### config.mk
export PLATFORM = sky130hd
export DESIGN_NAME = sonet_frame_detector
export DESIGN_NICKNAME = d
export VERILOG_FILES = /design/src/rtl/sfd_pkg.sv /design/src/rtl/sfd_word_match.sv /design/src/rtl/sfd_pos_counter.sv /design/src/rtl/sfd_search_timer.sv /design/src/rtl/sonet_frame_detector.sv
export SDC_FILE = /design/constraint.sdc
export NUM_CORES = 1
export LEC_CHECK = 0
export ABC_CLOCK_PERIOD_IN_PS = 2500
export BUFFER_PORTS_ARGS = -buffer_cell sky130_fd_sc_hd__buf_2
export CAP_MARGIN = 20
export CELL_PAD_IN_SITES_DETAIL_PLACEMENT = 0
export CELL_PAD_IN_SITES_GLOBAL_PLACEMENT = 1
export CORE_MARGIN = 2
export CORE_UTILIZATION = 48
export CTS_CLUSTER_SIZE = 40
export DETAILED_ROUTE_END_ITERATION = 12
export GPL_ROUTABILITY_DRIVEN = 0
export PLACE_DENSITY_LB_ADDON = 0.1
export SYNTH_ARGS = -nofsm -noshare
export SYNTH_HDL_FRONTEND = slang
export SYNTH_SLANG_ARGS = --single-unit
### constraint.sdc
create_clock -name clk -period 2.5 [get_ports clk]
set_input_delay 0.5 -clock clk [delete_from_list [all_inputs] [get_ports clk]]
set_output_delay 0.5 -clock clk [all_outputs]
set_load 0.1 [all_outputs]
### src/rtl/sfd_pkg.sv
package sfd_pkg;
    typedef enum logic [1:0] {
        ST_SEARCH  = 2'd0,
        ST_CONFIRM = 2'd1,
        ST_INFRAME = 2'd2
    } sfd_state_e;

    localparam logic [7:0]  SYNC_HI   = 8'hF6;
    localparam logic [7:0]  SYNC_LO   = 8'h28;
    localparam logic [31:0] SYNC_WORD = {SYNC_HI, SYNC_HI, SYNC_LO, SYNC_LO};
endpackage

### src/rtl/sfd_word_match.sv
module sfd_word_match #(
    parameter int          W       = 32,
    parameter logic [31:0] PATTERN = 32'hF6F62828
) (
    input  logic clk,
    input  logic rst_n,
    input  logic bit_in,
    input  logic bit_valid,
    output logic hit
);
    logic [W-2:0] hist;

    always_ff @(posedge clk or negedge rst_n) begin
        if (!rst_n)
            hist <= '0;
        else if (bit_valid)
            hist <= {hist[W-3:0], bit_in};
    end

    // the incoming bit completes the window in the same cycle
    always_comb hit = bit_valid && ({hist, bit_in} == PATTERN[W-1:0]);
endmodule

### src/rtl/sfd_pos_counter.sv
module sfd_pos_counter #(
    parameter  int FRAME_BYTES = 9720,
    localparam int PW          = $clog2(FRAME_BYTES)
) (
    input  logic          clk,
    input  logic          rst_n,
    input  logic          bit_valid,
    input  logic          realign,
    output logic [PW-1:0] byte_pos,
    output logic          at_check
);
    localparam logic [PW-1:0] LAST_BYTE = PW'(FRAME_BYTES - 1);

    logic [2:0] bit_idx;

    always_ff @(posedge clk or negedge rst_n) begin
        if (!rst_n) begin
            bit_idx  <= '0;
            byte_pos <= '0;
        end else if (realign) begin
            bit_idx  <= '0;
            byte_pos <= '0;
        end else if (bit_valid) begin
            bit_idx <= bit_idx + 3'd1;
            if (bit_idx == 3'd7)
                byte_pos <= (byte_pos == LAST_BYTE) ? '0 : byte_pos + 1'b1;
        end
    end

    // last bit of the last byte: where the next framing word must end
    always_comb at_check = bit_valid && (bit_idx == 3'd7) && (byte_pos == LAST_BYTE);

    a_r9_pos_hold: assert property (@(posedge clk) disable iff (!rst_n)
        (!bit_valid && !realign) |=> $stable(byte_pos));
    a_r2_realign_zero: assert property (@(posedge clk) disable iff (!rst_n)
        realign |=> (byte_pos == '0));
endmodule

### src/rtl/sfd_search_timer.sv
module sfd_search_timer #(
    parameter  int TIMEOUT_CYCLES = 311040,
    localparam int TW             = (TIMEOUT_CYCLES > 1) ? $clog2(TIMEOUT_CYCLES) : 1
) (
    input  logic clk,
    input  logic rst_n,
    input  logic run,
    output logic expire
);
    localparam logic [TW-1:0] LAST_TICK = TW'(TIMEOUT_CYCLES - 1);

    logic [TW-1:0] ticks;

    always_comb expire = run && (ticks == LAST_TICK);

    always_ff @(posedge clk or negedge rst_n) begin
        if (!rst_n)
            ticks <= '0;
        else if (!run || expire)
            ticks <= '0;
        else
            ticks <= ticks + 1'b1;
    end

    a_r7_restart: assert property (@(posedge clk) disable iff (!rst_n)
        expire |=> (ticks == '0));
endmodule

### src/rtl/sonet_frame_detector.sv
module sonet_frame_detector
    import sfd_pkg::*;
#(
    parameter  int FRAME_BYTES    = 9720,
    parameter  int TIMEOUT_CYCLES = 311040,
    parameter  int MISS_LIMIT     = 4,
    localparam int POS_W          = $clog2(FRAME_BYTES)
) (
    input  logic             clk,
    input  logic             frame_rst_n,
    input  logic             bit_in,
    input  logic             bit_valid,
    output logic             lof_n,
    output logic             roll,
    output logic [POS_W-1:0] frame_pos
);
    localparam int            MW        = $clog2(MISS_LIMIT + 1);
    localparam logic [MW-1:0] MISS_LAST = MW'(MISS_LIMIT - 1);

    sfd_state_e    state, state_nx;
    logic [MW-1:0] miss_cnt, miss_nx;
    logic          hit, at_check, realign, timer_run, expire;

    sfd_word_match #(.W(32), .PATTERN(SYNC_WORD)) u_match (
        .clk(clk), .rst_n(frame_rst_n), .bit_in(bit_in),
        .bit_valid(bit_valid), .hit(hit)
    );

    sfd_pos_counter #(.FRAME_BYTES(FRAME_BYTES)) u_pos (
        .clk(clk), .rst_n(frame_rst_n), .bit_valid(bit_valid),
        .realign(realign), .byte_pos(frame_pos), .at_check(at_check)
    );

    sfd_search_timer #(.TIMEOUT_CYCLES(TIMEOUT_CYCLES)) u_timer (
        .clk(clk), .rst_n(frame_rst_n), .run(timer_run), .expire(expire)
    );

    // next-state logic
    always_comb begin
        state_nx = state;
        miss_nx  = miss_cnt;
        realign  = 1'b0;
        unique case (state)
            ST_SEARCH: begin
                if (hit) begin
                    state_nx = ST_CONFIRM;
                    realign  = 1'b1;
                end
            end
            ST_CONFIRM: begin
                if (at_check)
                    state_nx = hit ? ST_INFRAME : ST_SEARCH;
            end
            ST_INFRAME: begin
                if (at_check) begin
                    if (hit) begin
                        miss_nx = '0;
                    end else if (miss_cnt == MISS_LAST) begin
                        state_nx = ST_SEARCH;
                        miss_nx  = '0;
                    end else begin
                        miss_nx = miss_cnt + 1'b1;
                    end
                end
            end
            default: state_nx = ST_SEARCH;
        endcase
    end

    // state register
    always_ff @(posedge clk or negedge frame_rst_n) begin
        if (!frame_rst_n) begin
            state    <= ST_SEARCH;
            miss_cnt <= '0;
            roll     <= 1'b0;
        end else begin
            state    <= state_nx;
            miss_cnt <= miss_nx;
            roll     <= expire;
        end
    end

    // outputs
    always_comb begin
        lof_n     = (state == ST_INFRAME);
        timer_run = (state == ST_SEARCH) && !hit;
    end

    a_r7_roll_pulse: assert property (@(posedge clk) disable iff (!frame_rst_n)
        roll |=> !roll);
    a_r8_roll_in_search: assert property (@(posedge clk) disable iff (!frame_rst_n)
        roll |-> (state == ST_SEARCH));
    a_r3_lock_on_hit: assert property (@(posedge clk) disable iff (!frame_rst_n)
        $rose(lof_n) |-> $past(at_check && hit));
    a_r5_drop_on_miss: assert property (@(posedge clk) disable iff (!frame_rst_n)
        $fell(lof_n) |-> ($past(miss_cnt) == MISS_LAST && $past(at_check && !hit)));
    a_r6_miss_clear: assert property (@(posedge clk) disable iff (!frame_rst_n)
        (state == ST_INFRAME && at_check && hit) |=> (miss_cnt == '0));
endmodule

# Yosys cells after proc, flatten, opt, wreduce, memory -nomap -nowiden
# Cells that the tools add are included.
# Widths: inputs -> output; s select.
[totals]
register_bits = 73
latchBits = 0
ram_bits = 0
romBits = 0
in_bits = 4
output_inout_bits = 16
mem_count = 0
[op_classes]
addsub = 4
multipliers = 0
div_mod_pow = 0
magnitude_cmp = 0
eq_ne = 12
shift = 0
mux = 18
bitwise_logic = 0
reduce_logical = 14
[ops]
columns = ["operator", "n"]
rows = [
  ["$mux 14", 4],
  ["$eq 32x32->1 const B", 1],
  ["$add 19x1->19 const B", 1],
  ["$eq 19x19->1 const B", 1],
  ["$mux 19", 1],
  ["$add 14x1->14 const B", 1],
  ["$eq 14x14->1 const B", 1],
  ["$mux 2", 6],
  ["$mux 3", 4],
  ["$add 3x1->3 const B", 2],
  ["$ne 2x2->1 const B", 3],
  ["$pmux 2 s3", 1],
  ["$logic_and 1x1->1", 5],
  ["$reduce_and 5->1", 1],
  ["$ne 2x1->1 const B", 2],
  ["$reduce_and 2->1", 2],
  ["$reduce_bool 2->1", 2],
  ["$eq 3x2->1 const B", 1],
  ["$eq 3x3->1 const B", 1],
  ["$eq 2x1->1 const B", 1],
  ["$eq 2x2->1 const B", 1],
  ["$logic_not 1->1", 2],
  ["$logic_not 2->1", 1],
  ["$mux 1", 2],
  ["$logic_or 1x1->1", 1],
]

# Longest topological paths before layout
[depth]
word_depth = 7
depth_mapped = 8

# By module
# A second synthesis with hierarchy kept.
[hier_totals]
hier_cells = 296
area_unflattened_um2 = 3460.8
[by_module_without_submodules]
columns = ["mod", "instances", "cells_each", "area_per_inst_um2"]
rows = [
  ["sfd_word_match", 1, 79, 1239.9],
  ["sfd_search_timer", 1, 99, 984.7],
  ["sfd_pos_counter", 1, 92, 954.7],
  ["sonet_frame_detector", 1, 26, 281.5],
]

# Least setup slack after synthesis
# OpenSTA, ideal clock, no wires.
[synth_path]
path_kind = "register to register"
start = "register state[1]"
end = "register miss_cnt[0]"
setup_time_ns = 0.100
arrival_time_ns = 2.566
t_required_ns = 2.400
slack_ns = -0.166
path_stages_with_launch = 4
path_buffers = 0
period_less_slack_ns = 2.666
path_cell_list = "dfrtp_1 > nor2b_1 > nand3_1 > o31ai_1"
[synth_between]
elab_chain_len = 2
[synth_lines]
columns = ["element", "line", "rtl"]
rows = [
  ["from (decl)", "sonet_frame_detector.sv:20", "sfd_state_e state, state_nx;"],
  ["from (signal assigned)", "sonet_frame_detector.sv:77", "state <= state_nx;"],
  ["$eq 2x2->1", "-", ""],
  ["net lof_n", "sonet_frame_detector.sv:13", "output logic lof_n,"],
  ["$reduce_and 2->1 (no source line)", "-", ""],
  ["to (signal assigned)", "sonet_frame_detector.sv:78", "miss_cnt <= miss_nx;"],
  ["to (decl)", "sonet_frame_detector.sv:21", "logic [MW-1:0] miss_cnt, miss_nx;"],
]
# The timed path passes the listed nets, and every way through them passes these cells.
# A chain may end at the register's enable or synchronous reset.

# Worst setup path in the final report
[layout_path]
start = "register u_pos.byte_pos[3]"
end = "register u_pos.byte_pos[13]"
[layout_between]
elab_chain_len = 5
[layout_lines]
columns = ["element", "line", "rtl"]
rows = [
  ["from (decl)", "sfd_pos_counter.sv:9", "output logic [PW-1:0] byte_pos,"],
  ["from (signal assigned)", "sfd_pos_counter.sv:26", "byte_pos <= (byte_pos == LAST_BYTE) ? '0 : byte_pos + 1'b1;"],
  ["$add 14x1->14 / $eq 14x14->1 (equally long branches)", "sfd_pos_counter.sv:26", ""],
  ["$mux 14 (*)", "sfd_pos_counter.sv:26", ""],
  ["$mux 14 (*)", "sfd_pos_counter.sv:25", "if (bit_idx == 3'd7)"],
  ["$mux 14 (*)", "sfd_pos_counter.sv:23", "end else if (bit_valid) begin"],
  ["$mux 14 (*)", "sfd_pos_counter.sv:20", "end else if (realign) begin"],
]
# Every way passes the cells marked *; elsewhere a longest branch is shown, timed or not. The select of a mux whose other input is x is not followed.

==> qor.csv <==
stage,metric,value,unit
synthesis,Syn Std Cell Area,3430,um2
pwr,Design Power,0.00316,W
timing,RSZ-0062 raised after global routing,false,
synthesis,register area share after synthesis,0.532,
floorplan,IO Pins,20,
timing,final-report hold violation count,0,
critical_path,Crit Path Max Fanout,11,
floorplan,Starting Density,0.500,
cells_and_area,area taken by multi-input logic gates,1540,um2
synthesis,post-synth cell types,48,
clock_network,clk sinks,73,
timing,Max Clock Freq,0.490,GHz
floorplan,placeable core area,6870,um2
cells_and_area,Final #Nets,343,
placed_design,Detailed Place HPWL,4.05,mm
cells_and_area,area delta synth->final,12.8,%
timing,setup TNS,0,ns
floorplan,chip width,88.6,um
critical_path,Worst setup EP type,flip-flop,
synthesis,share of the synthesized area in the top cell type,0.532,
clock_network,H-tree levels,3,
critical_path,Crit Path Class,flip-flop to flip-flop,
clock_network,CTS tree,done,
floorplan,row count,30,
pwr,pwr/cell area,816,nW/um2
grt,largest net degree at the start of global routing,45,
run_status,status,"complete, no violations",
pwr,VDD IR-drop max,0.402,mV
critical_path,nature of the critical path startpoint,flip-flop,
grt,gr usage total,0.179,
synthesis,Async SR Flop Fraction,1.00,
drt,first drt pass iteration count,4,
clock_network,Num CTS Buffers,9,
cells_and_area,# fillers,621,
cells_and_area,layout cells sized above 1,0.236,
timing,Setup WS post-layout,0.460,ns
timing,Final setup viols,0,
placed_design,Cells after DPL,419,
clock_network,cts repair resizes,0,
pwr,Pleak,1.76,nW
timing,Worst Max-Slew Pin Slew,0.636,ns
timing,pins over their slew limit,0,
clock_network,clock latency on the worst-skew pair,0.34,ns
worst_hold_path,path type of the worst min-delay path,input port to async pin,
synthesis,Most used DFF post-synth,dfrtp_1,
cells_and_area,final instance area,3870,um2
job,MaxCap Viol Count,0,
timing,period utilization,0.816,
placed_design,dpl cell area,3650,um2
floorplan,die area,7850,um2
cells_and_area,Layout Cells excl Fill,435,
synthesis,Gate Count Post-Synth,309,
critical_path,arrival time worst endpoint,2.26,ns
drt,via/cell ratio,5.32,
timing,Clock Skews,0.00913,ns
drt,via count,2314,
cells_and_area,register area,1830,um2
synthesis,Yosys reg bits,73,
grt,remaining global-route overflow,0,
grt,vias in the first global route,2286,
synthesis,Synth Warn #,0,
critical_path,WP data required,2.72,ns
floorplan,DIE HEIGHT,88.6,um
synthesis,Post-Syn Area per Cell,11.1,um2
clock_network,clk slew on worst S/H paths,0.08,ns
clock_network,hold buffer count at CTS,0,
synthesis,synth top area cells,"dfrtp_1 (53%), mux2_2 (10%), nor2_1 (4.2%), xor2_1 (3.6%), nand2_1 (2.2%)",
drt,Final ANT Viol Nets,0,
clock_network,clock buffer depth,2,
clock_network,# Post-CTS Setup Buffers,0,
placed_design,IO buf count,19,
drt,WL/cell,14.1,um
drt,initial DRC count,93,
cells_and_area,n_diodes,0,
drt,# DRC,0,
synthesis,"EDFF count, synth",0,
placed_design,dpl ws,0.498,ns
timing,Max-slew headroom,0.573,
synthesis,syn_nets,318,
grt,antenna violations before repair,0,
clock_network,Root Driver,clkbuf_8,
grt,first-pass GRT wire length,10.9,mm
synthesis,cell taking the most area after synthesis,dfrtp_1,
timing,final worst path period need,2.04,ns
drt,Post-Route WL,6.13,mm
[per-stage QoR]
step / hold WS (ns) / utilization
floorplan: 0.204 / -
global placement: 0.462 / 0.532
detailed placement: 0.473 / 0.532
CTS: 0.106 / 0.564
global route: 0.111 / 0.564
finish: 0.0912 / 0.564
[where the power goes]
| part | internal [W] | switching (W) | total, W |
|---|---|---|---|
| combinational | 0.000236 | 0.000290 | 0.000526 |
| clock | 0.000619 | 0.000420 | 0.00104 |
| sequential | 0.00142 | 0.000179 | 0.00160 |
[critical path, stage by stage, from the launching register on]
cell and delay (ns):
dfrtp_1 0.47, or3_4 0.42, nor4_4 0.41, buf_4 0.26, o21ai_0 0.10, a22oi_1 0.21, nor2_1 0.06
[worst paths after layout]
path | from | to | slack [ns] | depth (start not counted)
max | u_pos.byte_pos[3] | u_pos.byte_pos[13] | 0.46 | 6
min | frame_rst_n | u_match.hist[21] | 0.09 | 1
max reg2reg | u_pos.byte_pos[3] | u_pos.byte_pos[13] | 0.46 | 6
min reg2reg | miss_cnt[0] | miss_cnt[0] | 0.49 | 1
max in group asynchronous | frame_rst_n | miss_cnt[2] | 1.83 | 2
min in group clk | bit_in | u_match.hist[0] | 0.42 | 2
[per-layer routing]
layer  vias to the layer above  routed length [um]  track usage
li1                       1141                   -            -
met1                      1128                3110        0.256
met2                        40                2740        0.262
met3                         5                 211       0.0485
met4                         0                  69       0.0634
met5                         -                   0            0
[placed cells by master, fill, tap and decap left out, types with 3 or more instances in the layout]
cell type	n
and4_1	3
nor4_2	3
nor3_1	11
nor2b_1	4
buf_2	18
nand2b_1	7
clkbuf_1	3
o21ai_0	13
inv_1	5
a21oi_1	8
mux2_2	31
a31oi_1	4
ha_1	5
nor4_1	4
xnor2_1	4
nand3_1	11
and3_1	4
xor2_1	14
nor2_1	38
nand4_1	7
dfrtp_1	73
a22oi_1	3
clkbuf_8	11
nand2_1	20
buf_4	5
[Yosys cell counts (2+ instances only)]
| cell type | number |
|---|---|
| mux2_2 | 31 |
| nand4_1 | 7 |
| nand2b_1 | 7 |
| nor3_1 | 11 |
| xnor2_1 | 4 |
| nand3_2 | 2 |
| nand3_1 | 11 |
| o21ai_0 | 13 |
| clkbuf_1 | 6 |
| inv_1 | 5 |
| nor2b_1 | 5 |
| dfrtp_1 | 73 |
| nor2_1 | 38 |
| buf_4 | 2 |
| a22oi_1 | 3 |
| a21oi_1 | 8 |
| nand2_1 | 20 |
| nor4_1 | 4 |
| xor2_1 | 14 |
| o22ai_1 | 2 |
| a31oi_1 | 4 |
| nand4b_1 | 2 |
| nor4_2 | 3 |
| and3_1 | 4 |
| and4_1 | 3 |
| ha_1 | 5 |
[flip-flops by register name, indices dropped and copies added (netlist names)]
signal	flops
miss_cnt	3
state	2
u_pos.bit_idx	3
u_match.hist	31
u_timer.ticks	19
u_pos.byte_pos	14
roll	1
[kinds of logic (layout without fill, tap and decap cells)]
group           Yosys count  count (layout)  share of synthesized area
simple gates            132             132                      0.222
buf+inv                  15              45                     0.0208
flops                    73              73                      0.532
fa+ha+maj                 5               5                     0.0182
xor+xnor                 18              18                     0.0459
mux                      32              32                      0.105
compound gates           34              34                     0.0569
[cell type report]
cell class,instances,share of cell area
Inverter,5,0.00484
Sequential cell,73,0.472
Tap cell,96,0.0310
Multi-Input combinational cell,221,0.397
Clock inverter,2,0.0155
Timing Repair Buffer,24,0.0381
Clock buffer,14,0.0420
Note: power is estimated with default switching activity, not from simulation.
